`config.mk`:
```
export PLATFORM = sky130hd
export DESIGN_NAME = etime_alarm_top
export DESIGN_NICKNAME = d
export VERILOG_FILES = /design/src/rtl/etime_pkg.sv /design/src/rtl/etime_counter.sv /design/src/rtl/etime_compare.sv /design/src/rtl/etime_irq.sv /design/src/rtl/etime_alarm_top.sv
export SDC_FILE = /design/constraint.sdc
export NUM_CORES = 1
export LEC_CHECK = 0
export CAP_MARGIN = 10
export CORE_MARGIN = 2
export CORE_UTILIZATION = 40
export DETAILED_ROUTE_END_ITERATION = 6
export PLACE_DENSITY = 0.61
export SLEW_MARGIN = 20
export SYNTH_ARGS = -nofsm -noshare
export SYNTH_HDL_FRONTEND = slang
export SYNTH_SLANG_ARGS = --single-unit
```
`constraint.sdc`:
```
create_clock -name clk -period 3.2 [get_ports clk]
set_input_delay 0.64 -clock clk [delete_from_list [all_inputs] [get_ports clk]]
set_output_delay 0.64 -clock clk [all_outputs]
set_load 0.02 [all_outputs]
```
`src/rtl/etime_pkg.sv`:
```
package etime_pkg;

  localparam int ADDR_W = 5;

  typedef enum logic {
    RGN_TIME = 1'b0,
    RGN_CTRL = 1'b1
  } region_e;

  // time region: base byte addresses of the count and alarm half-words
  localparam logic [ADDR_W-1:0] CNT_BASE  = 5'h00;
  localparam logic [ADDR_W-1:0] CMP_BASE  = 5'h08;

  // control region
  localparam logic [ADDR_W-1:0] IRQ_EN_OFS   = 5'h1C;
  localparam logic [ADDR_W-1:0] IRQ_STAT_OFS = 5'h1E;

  // number of interrupt sources; bit 0 is the alarm
  localparam int NUM_SRC   = 1;
  localparam int ALARM_SRC = 0;

endpackage

```
`src/rtl/etime_counter.sv`:
```
module etime_counter #(
  parameter  int CNT_W  = 48,
  parameter  int HW_W   = 16,
  localparam int NUM_HW = CNT_W / HW_W
) (
  input  logic              clk,
  input  logic              rst_n,
  input  logic              tick_en,
  input  logic [NUM_HW-1:0] hw_wr,
  input  logic [HW_W-1:0]   wdata,
  output logic [CNT_W-1:0]  cnt,
  output logic [CNT_W-1:0]  cnt_plus,
  output logic              adv
);

  logic [CNT_W-1:0] cnt_nxt;
  logic             any_wr;
  logic             cnt_upd;

  assign any_wr   = |hw_wr;
  assign cnt_plus = cnt + {{(CNT_W-1){1'b0}}, 1'b1};
  assign adv      = tick_en & ~any_wr;
  assign cnt_upd  = tick_en | any_wr;

  always_comb begin
    cnt_nxt = cnt;
    if (any_wr) begin
      for (int i = 0; i < NUM_HW; i++) begin
        if (hw_wr[i]) cnt_nxt[i*HW_W +: HW_W] = wdata;
      end
    end else if (tick_en) begin
      cnt_nxt = cnt_plus;
    end
  end

  always_ff @(posedge clk or negedge rst_n) begin
    if (!rst_n)       cnt <= '0;
    else if (cnt_upd) cnt <= cnt_nxt;
  end

  // a tick without a write advances the count by one
  p_tick_incr_r2: assert property (@(posedge clk) disable iff (!rst_n)
    (tick_en && !any_wr) |=> (cnt == $past(cnt) + {{(CNT_W-1){1'b0}}, 1'b1}));

  // no tick and no write, no change
  p_idle_hold_r2: assert property (@(posedge clk) disable iff (!rst_n)
    (!tick_en && !any_wr) |=> $stable(cnt));

  generate
    for (genvar g = 0; g < NUM_HW; g++) begin : g_hw_chk
      // a write lands in its own half-word on the next cycle
      p_hw_write_r5: assert property (@(posedge clk) disable iff (!rst_n)
        hw_wr[g] |=> (cnt[g*HW_W +: HW_W] == $past(wdata)));
    end
  endgenerate

endmodule

```
`src/rtl/etime_compare.sv`:
```
module etime_compare #(
  parameter  int CNT_W  = 48,
  parameter  int HW_W   = 16,
  localparam int NUM_HW = CNT_W / HW_W
) (
  input  logic              clk,
  input  logic              rst_n,
  input  logic [NUM_HW-1:0] hw_wr,
  input  logic [HW_W-1:0]   wdata,
  input  logic              adv,
  input  logic [CNT_W-1:0]  cnt_plus,
  output logic [CNT_W-1:0]  cmp,
  output logic              hit
);

  logic [CNT_W-1:0] cmp_nxt;
  logic             cmp_upd;

  assign cmp_upd = |hw_wr;

  always_comb begin
    cmp_nxt = cmp;
    for (int i = 0; i < NUM_HW; i++) begin
      if (hw_wr[i]) cmp_nxt[i*HW_W +: HW_W] = wdata;
    end
  end

  always_ff @(posedge clk or negedge rst_n) begin
    if (!rst_n)       cmp <= '0;
    else if (cmp_upd) cmp <= cmp_nxt;
  end

  // a match is the step of the count onto the alarm value
  assign hit = adv && (cnt_plus == cmp);

  // the alarm value only changes through its own half-word writes
  p_cmp_stable_r4: assert property (@(posedge clk) disable iff (!rst_n)
    !cmp_upd |=> $stable(cmp));

endmodule

```
`src/rtl/etime_irq.sv`:
```
module etime_irq #(
  parameter int NUM_SRC = 1
) (
  input  logic               clk,
  input  logic               rst_n,
  input  logic [NUM_SRC-1:0] src_hit,
  input  logic               en_we,
  input  logic               clr_we,
  input  logic [NUM_SRC-1:0] wdata,
  output logic [NUM_SRC-1:0] stat,
  output logic [NUM_SRC-1:0] en,
  output logic               irq
);

  logic [NUM_SRC-1:0] stat_nxt;
  logic               stat_upd;

  assign stat_upd = clr_we | (|src_hit);

  generate
    for (genvar g = 0; g < NUM_SRC; g++) begin : g_src
      // a set wins over a clear in the same cycle
      assign stat_nxt[g] = src_hit[g] | (stat[g] & ~(clr_we & wdata[g]));

      // a match raises the flag
      p_hit_sets_r7: assert property (@(posedge clk) disable iff (!rst_n)
        src_hit[g] |=> stat[g]);
      // the flag holds until a one is written to it
      p_sticky_r8: assert property (@(posedge clk) disable iff (!rst_n)
        (stat[g] && !(clr_we && wdata[g])) |=> stat[g]);
      // a clearing write with no match drops the flag
      p_w1c_r9: assert property (@(posedge clk) disable iff (!rst_n)
        (clr_we && wdata[g] && !src_hit[g]) |=> !stat[g]);
    end
  endgenerate

  always_ff @(posedge clk or negedge rst_n) begin
    if (!rst_n)        stat <= '0;
    else if (stat_upd) stat <= stat_nxt;
  end

  always_ff @(posedge clk or negedge rst_n) begin
    if (!rst_n)     en <= '0;
    else if (en_we) en <= wdata;
  end

  assign irq = |(stat & en);

endmodule

```
`src/rtl/etime_alarm_top.sv`:
```
module etime_alarm_top
  import etime_pkg::*;
#(
  parameter  int CNT_W  = 48,
  parameter  int HW_W   = 16,
  localparam int NUM_HW = CNT_W / HW_W
) (
  input  logic              clk,
  input  logic              rst_n,
  input  logic              tick_en,
  input  logic              bus_we,
  input  logic              bus_region,
  input  logic [ADDR_W-1:0] bus_addr,
  input  logic [HW_W-1:0]   bus_wdata,
  output logic [HW_W-1:0]   bus_rdata,
  output logic              alarm_irq
);

  logic [NUM_HW-1:0]  cnt_wr;
  logic [NUM_HW-1:0]  cmp_wr;
  logic [CNT_W-1:0]   cnt;
  logic [CNT_W-1:0]   cnt_plus;
  logic [CNT_W-1:0]   cmp;
  logic               adv;
  logic               hit;
  logic [NUM_SRC-1:0] src_hit;
  logic [NUM_SRC-1:0] stat;
  logic [NUM_SRC-1:0] en;
  logic               time_sel;
  logic               ctrl_sel;
  logic               en_we;
  logic               clr_we;

  assign time_sel = (bus_region == RGN_TIME);
  assign ctrl_sel = (bus_region == RGN_CTRL);
  assign en_we    = bus_we && ctrl_sel && (bus_addr == IRQ_EN_OFS);
  assign clr_we   = bus_we && ctrl_sel && (bus_addr == IRQ_STAT_OFS);

  generate
    for (genvar g = 0; g < NUM_HW; g++) begin : g_dec
      assign cnt_wr[g] = bus_we && time_sel &&
                         (bus_addr == CNT_BASE + ADDR_W'(2*g));
      assign cmp_wr[g] = bus_we && time_sel &&
                         (bus_addr == CMP_BASE + ADDR_W'(2*g));
    end
  endgenerate

  etime_counter #(.CNT_W(CNT_W), .HW_W(HW_W)) u_counter (
    .clk      (clk),
    .rst_n    (rst_n),
    .tick_en  (tick_en),
    .hw_wr    (cnt_wr),
    .wdata    (bus_wdata),
    .cnt      (cnt),
    .cnt_plus (cnt_plus),
    .adv      (adv)
  );

  etime_compare #(.CNT_W(CNT_W), .HW_W(HW_W)) u_compare (
    .clk      (clk),
    .rst_n    (rst_n),
    .hw_wr    (cmp_wr),
    .wdata    (bus_wdata),
    .adv      (adv),
    .cnt_plus (cnt_plus),
    .cmp      (cmp),
    .hit      (hit)
  );

  always_comb begin
    src_hit            = '0;
    src_hit[ALARM_SRC] = hit;
  end

  etime_irq #(.NUM_SRC(NUM_SRC)) u_irq (
    .clk     (clk),
    .rst_n   (rst_n),
    .src_hit (src_hit),
    .en_we   (en_we),
    .clr_we  (clr_we),
    .wdata   (bus_wdata[NUM_SRC-1:0]),
    .stat    (stat),
    .en      (en),
    .irq     (alarm_irq)
  );

  // live, unlatched read path
  always_comb begin
    bus_rdata = '0;
    if (time_sel) begin
      for (int i = 0; i < NUM_HW; i++) begin
        if (bus_addr == CNT_BASE + ADDR_W'(2*i)) bus_rdata = cnt[i*HW_W +: HW_W];
        if (bus_addr == CMP_BASE + ADDR_W'(2*i)) bus_rdata = cmp[i*HW_W +: HW_W];
      end
    end else begin
      if (bus_addr == IRQ_EN_OFS)   bus_rdata = {{(HW_W-NUM_SRC){1'b0}}, en};
      if (bus_addr == IRQ_STAT_OFS) bus_rdata = {{(HW_W-NUM_SRC){1'b0}}, stat};
    end
  end

  // a count write cannot produce a match in its cycle
  p_no_write_match_r11: assert property (@(posedge clk) disable iff (!rst_n)
    (|cnt_wr) |-> !hit);

  // a rising interrupt needs a set enable
  p_irq_enabled_r10: assert property (@(posedge clk) disable iff (!rst_n)
    $rose(alarm_irq) |-> (en[ALARM_SRC] || $past(en_we)));

endmodule

```
Word-level counts from Yosys, hierarchy flattened:

Cells that the tools add are included.
Widths: inputs -> output; s select.

* logic and storage cells: 65
* output and inout bits: 17
* flip-flop bits (word level): 98

* add/sub/neg operators: 1
* bitwise gates (word level): 10
* equality and inequality tests: 11
* multiplexer cells: 14
* reduce and logical (&&, ||, !) cells: 21

Operators with widths (number)
* $mux 16: 11
* $mux 48: 2
* $add 48x1->48 const B: 1
* $eq 48x48->1: 1
* $eq 5x4->1 const B: 3
* $logic_and 1x1->1: 11
* $eq 5x5->1 const B: 2
* $reduce_and 3->1: 3
* $ne 2x2->1 const B: 3
* $reduce_and 2->1: 3
* $reduce_or 3->1: 2
* $eq 5x2->1 const B: 1
* $eq 5x3->1 const B: 1
* $logic_not 5->1: 1
* $and 1x1->1: 4
* $not 1->1: 3
* $or 1x1->1: 3
* $reduce_bool 2->1: 1
* $mux 1: 1

Depth between registers and ports, before layout:

* depth after elaboration: 8
* depth in mapped cells: 11

By module:

A second synthesis with hierarchy kept.

* cells, all modules: 799
* area total of the unflattened synthesis: 7330.8 sq um

Modules (own cells, without submodules)
* etime_counter: sequential area each 1201.2 sq um, cells an instance 466, times used 1, area an instance 3854.9 sq um
* etime_compare: sequential area each 1201.2 sq um, cells an instance 168, times used 1, area an instance 2302.2 sq um
* etime_alarm_top: sequential area each 0.0 sq um, cells an instance 159, times used 1, area an instance 1091.0 sq um
* etime_irq: sequential area each 50.0 sq um, cells an instance 6, times used 1, area an instance 82.6 sq um

Worst setup path after synthesis:

OpenSTA, ideal clock, no wires.

* kind: input to output
* from: in bus_addr[2]
* to: out bus_rdata[10]
* required time: 2.560 ns
* arrival time: 2.444 ns
* cell stages on the path: 7
* setup slack: 0.116 ns
* path through: clkbuf_1 nor4_1 clkbuf_1 a222oi_1 a21oi_1 a221oi_1 nor2_1

* word-level cells in the longest chain between the ends: 8

RTL lines
* from (decl): RTL line etime_alarm_top.sv:13 `input logic [ADDR_W-1:0] bus_addr,`
* $logic_not 5->1: RTL line etime_alarm_top.sv:92 `if (bus_addr == CNT_BASE + ADDR_W'(2*i)) bus_rdata = cnt[i*HW_W +: HW_W];`
* $mux 16: RTL line etime_alarm_top.sv:92
* $mux 16: RTL line etime_alarm_top.sv:93 `if (bus_addr == CMP_BASE + ADDR_W'(2*i)) bus_rdata = cmp[i*HW_W +: HW_W];`
* $mux 16: RTL line etime_alarm_top.sv:92
* $mux 16: RTL line etime_alarm_top.sv:93
* $mux 16: RTL line etime_alarm_top.sv:92
* $mux 16 *: RTL line etime_alarm_top.sv:93
* $mux 16 *: RTL line etime_alarm_top.sv:90 `if (time_sel) begin`
* to (decl): RTL line etime_alarm_top.sv:15 `output logic [HW_W-1:0] bus_rdata,`

Mark *: on every way between the ends. The rest lies on a longest branch, timed or not.

Worst setup path after layout:

* from: in bus_addr[1]
* to: out bus_rdata[7]

The elaborated chain is that of the path after synthesis.

==> impl_metrics.csv <==
group,metric,value,unit
run_status,status,"finished with violations",
run_status,violations,"DRC",
floorplan,die_area,18550,µm²
setup_path,reg2reg_depth,10,
route,viasPerCell,6.180,
sta,whs,0.2940,ns
synth,synth-seq-cells,98,
setup_path,crit_fanout,9,
place,portBuffers,42,
global_route,grt_pass1_wl,40270,µm
route,post_drt_wl_per_cell,23.03,µm
setup_path,worstSetupPathType,"in2out",
synth,synth_warnings,0,
global_route,grt_overflow_total,0,
setup_path,crit_required,2.56,ns
sta,post-route-period-util,98.85,%
route,drt_iter0_markers,909,
clock_tree,clk_path_buf_depth,2,
sta,setup_viol,0,
synth,yosysSeqAreaShare,35.08,%
clock_tree,clk_pin_slew_worst_paths,0.06,ns
sta,setup-tns-final,0,ns
clock_tree,clock_latency,0.36,ns
setup_path,critPathLaunchType,"input port",
sta,rsz0062_at_grt,"yes",
finish,mostFrequentLayoutCells,"111 x nor2_1, 108 x buf_4, 97 x dfrtp_1",
power_and_ir_drop,p_leak,3.646,nW
min_path,hp-class,"in2async",
floorplan,num_io_pins,43,
clock_tree,numCtsBuffers,9,
floorplan,coreArea,17180,µm²
sta,maxSlewHeadroom,51.66,%
route,dr.pass1.iters,7,
route,ant_nets,0,
power_and_ir_drop,ir_drop,0.3803,mV
finish,area_growth_syn_to_layout,25.29,%
setup_path,endpoint_kind,"primary output",
finish,finish.utilization,51.00,%
synth,synth_edf_count,0,
finish,layout_commonest_cell,"nor2_1",
place,hpwl,19560,µm
sta,hold_viol_final,0,
clock_tree,clock-sinks,98,
floorplan,die_w,136.2,µm
floorplan,rows,48,
clock_tree,cts_tree,"built",
synth,syn-cell-area,6992,µm²
sta,max_freq,316.1,MHz
sta,fin_crit,3.163,ns
synth,ys.flop_type,"dfrtp_1",
synth,syn_avg_cell_area,8.729,µm²
setup_path,cp.arrival,2.52,ns
synth,synth_cells,801,
finish,diodes,0,
global_route,grt_max_degree,79,
place,place_congestion,0.9664,
clock_tree,clockRootBuffer,"clkbuf_16",
global_route,antenna_found_initial,0,
route,wirelength,26210,µm
synth,syn_nets,829,
route,remaining_drc_errors,22,
global_route,grt_pass1_vias,6709,
global_route,grt_util_all_layers,29.09,%
sta,maxSlewViolCount,0,
floorplan,initial_core_util,40.71,%
clock_tree,htreeDepth,3,
synth,yosys.cell_types.count,64,
power_and_ir_drop,power_density,557.4,nW/µm²
route,vias,7033,
finish,drive_gt1_share,25.85,%
synth,async_flop_share,100.0,%
finish,fill_cells,1630,
sta,tightest_slew,0.7158,ns
finish,fin_nets,938,
sta,clock_skew,0.01164,ns
floorplan,die_h,136.2,µm
flow_run,max_cap_violations,0,
==> metal layers <==
| metal | vias to the layer above | GRT usage (%) | wire (µm) |
|---|---|---|---|
| met4 | 0 | 11.98 | 993 |
| met5 | - | 0 | 0 |
| met2 | 377 | 44.95 | 11770 |
| li1 | 3196 | - | - |
| met3 | 58 | 5.108 | 2357 |
| met1 | 3402 | 40.25 | 11090 |
==> critical path: stages <==
cell and delay [ns]:
clkdlybuf4s15_2 0.20, buf_6 0.10, nor2_2 0.05, nor4bb_4 0.15
buf_4 0.15, buf_12 0.13, a222oi_1 0.52, a21oi_1 0.12
a221oi_1 0.24, nor2_1 0.06, buf_2 0.16
==> stage by stage <==
stage                     area (µm²)  setup WS [ns]  total power, W  std cells
after floorplan                 6992         0.1159        0.002951        801
after global placement          8442        -0.6559        0.003686       1121
after detailed placement        8442        -0.6739        0.003704       1121
after CTS                       8773       0.009540        0.004832       1137
after global routing            8760       -0.02312        0.005125       1138
final                           8760        0.03670        0.004883       1138
==> synthesized netlist by cell type, drive strengths merged, types with 2 or more instances <==
library cell	instances	share of area (%)
a2111oi	2	0.25
xor2	22	2.8
nand4	22	2.2
nand2	43	2.3
o21a	2	0.21
a31oi	31	2.8
or3	4	0.36
mux2i	3	0.43
ha	2	0.36
o21ai	15	1.1
nand3	28	2.1
and3	12	1.2
a21oi	72	5.2
nor2	112	6.0
a221oi	16	2.0
a22oi	3	0.32
or4	3	0.38
inv	13	0.70
clkbuf	48	2.6
and4	7	0.88
xnor2	54	6.8
a21o	2	0.21
nor3	17	1.5
nor4b	3	0.59
dfrtp	98	35
o22a	31	3.9
and2	5	0.45
o22ai	7	0.63
a41oi	6	0.75
or2	4	0.36
a211oi	2	0.21
nor4	15	2.2
or4b	2	0.29
buf	14	1.1
nor3b	3	0.32
mux2	47	7.6
nor2b	4	0.36
a222oi	15	2.1
==> final cells by class <==
type	count	area [µm²]	share of cell area (%)
multi-input combinational	628	4329	49.42
clock buffer	11	252.7	2.885
inverter	13	48.80	0.5571
sequential	98	2454	28.01
clock inverter	3	40.04	0.4571
timing repair buffer	160	1354	15.45
tap	225	281.5	3.214
==> path summary, 6_finish.rpt <==
| check | from | to | slack (ns) |
|---|---|---|---|
| worst max-delay path | bus_addr[1] | bus_rdata[7] | 0.04 |
| worst min-delay path | rst_n | u_compare.cmp[2] | 0.29 |
| worst max register to register | u_counter.cnt[0] | u_irq.stat | 0.14 |
| worst min register to register | u_irq.en | u_irq.en | 0.55 |
| max in group asynchronous | rst_n | u_compare.cmp[14] | 2.18 |
| min in group clk | u_irq.en | u_irq.en | 0.55 |
==> where the power goes <==
group	switching (W)	internal, W
clock	0.000479	0.000638
combinational	0.00101	0.000855
sequential	0.000403	0.00150
==> flip-flops by register name, summed over array words and instances (netlist names) <==
register       count
u_irq.stat         1
u_irq.en           1
u_compare.cmp     48
u_counter.cnt     48
==> logic make-up after synthesis <==
group	share of synthesized area (%)
buffers and inverters	4.384
xor gates and xnor gates	9.520
muxes	7.999
adders and majority gates	0.3579
DFF	35.08
and+or+nand+nor	21.65
AOI/OAI and AO/OA	21.01
==> timing repair <==
action	4_1_cts	5_1_grt
pin swaps	20	13
endpoints found under the setup margin	16	17
endpoints found under the hold margin	0	0
buffers inserted	3	2
gates resized for setup	60	24
hold buffers	0	0
Power figures use the tool's default switching activity.
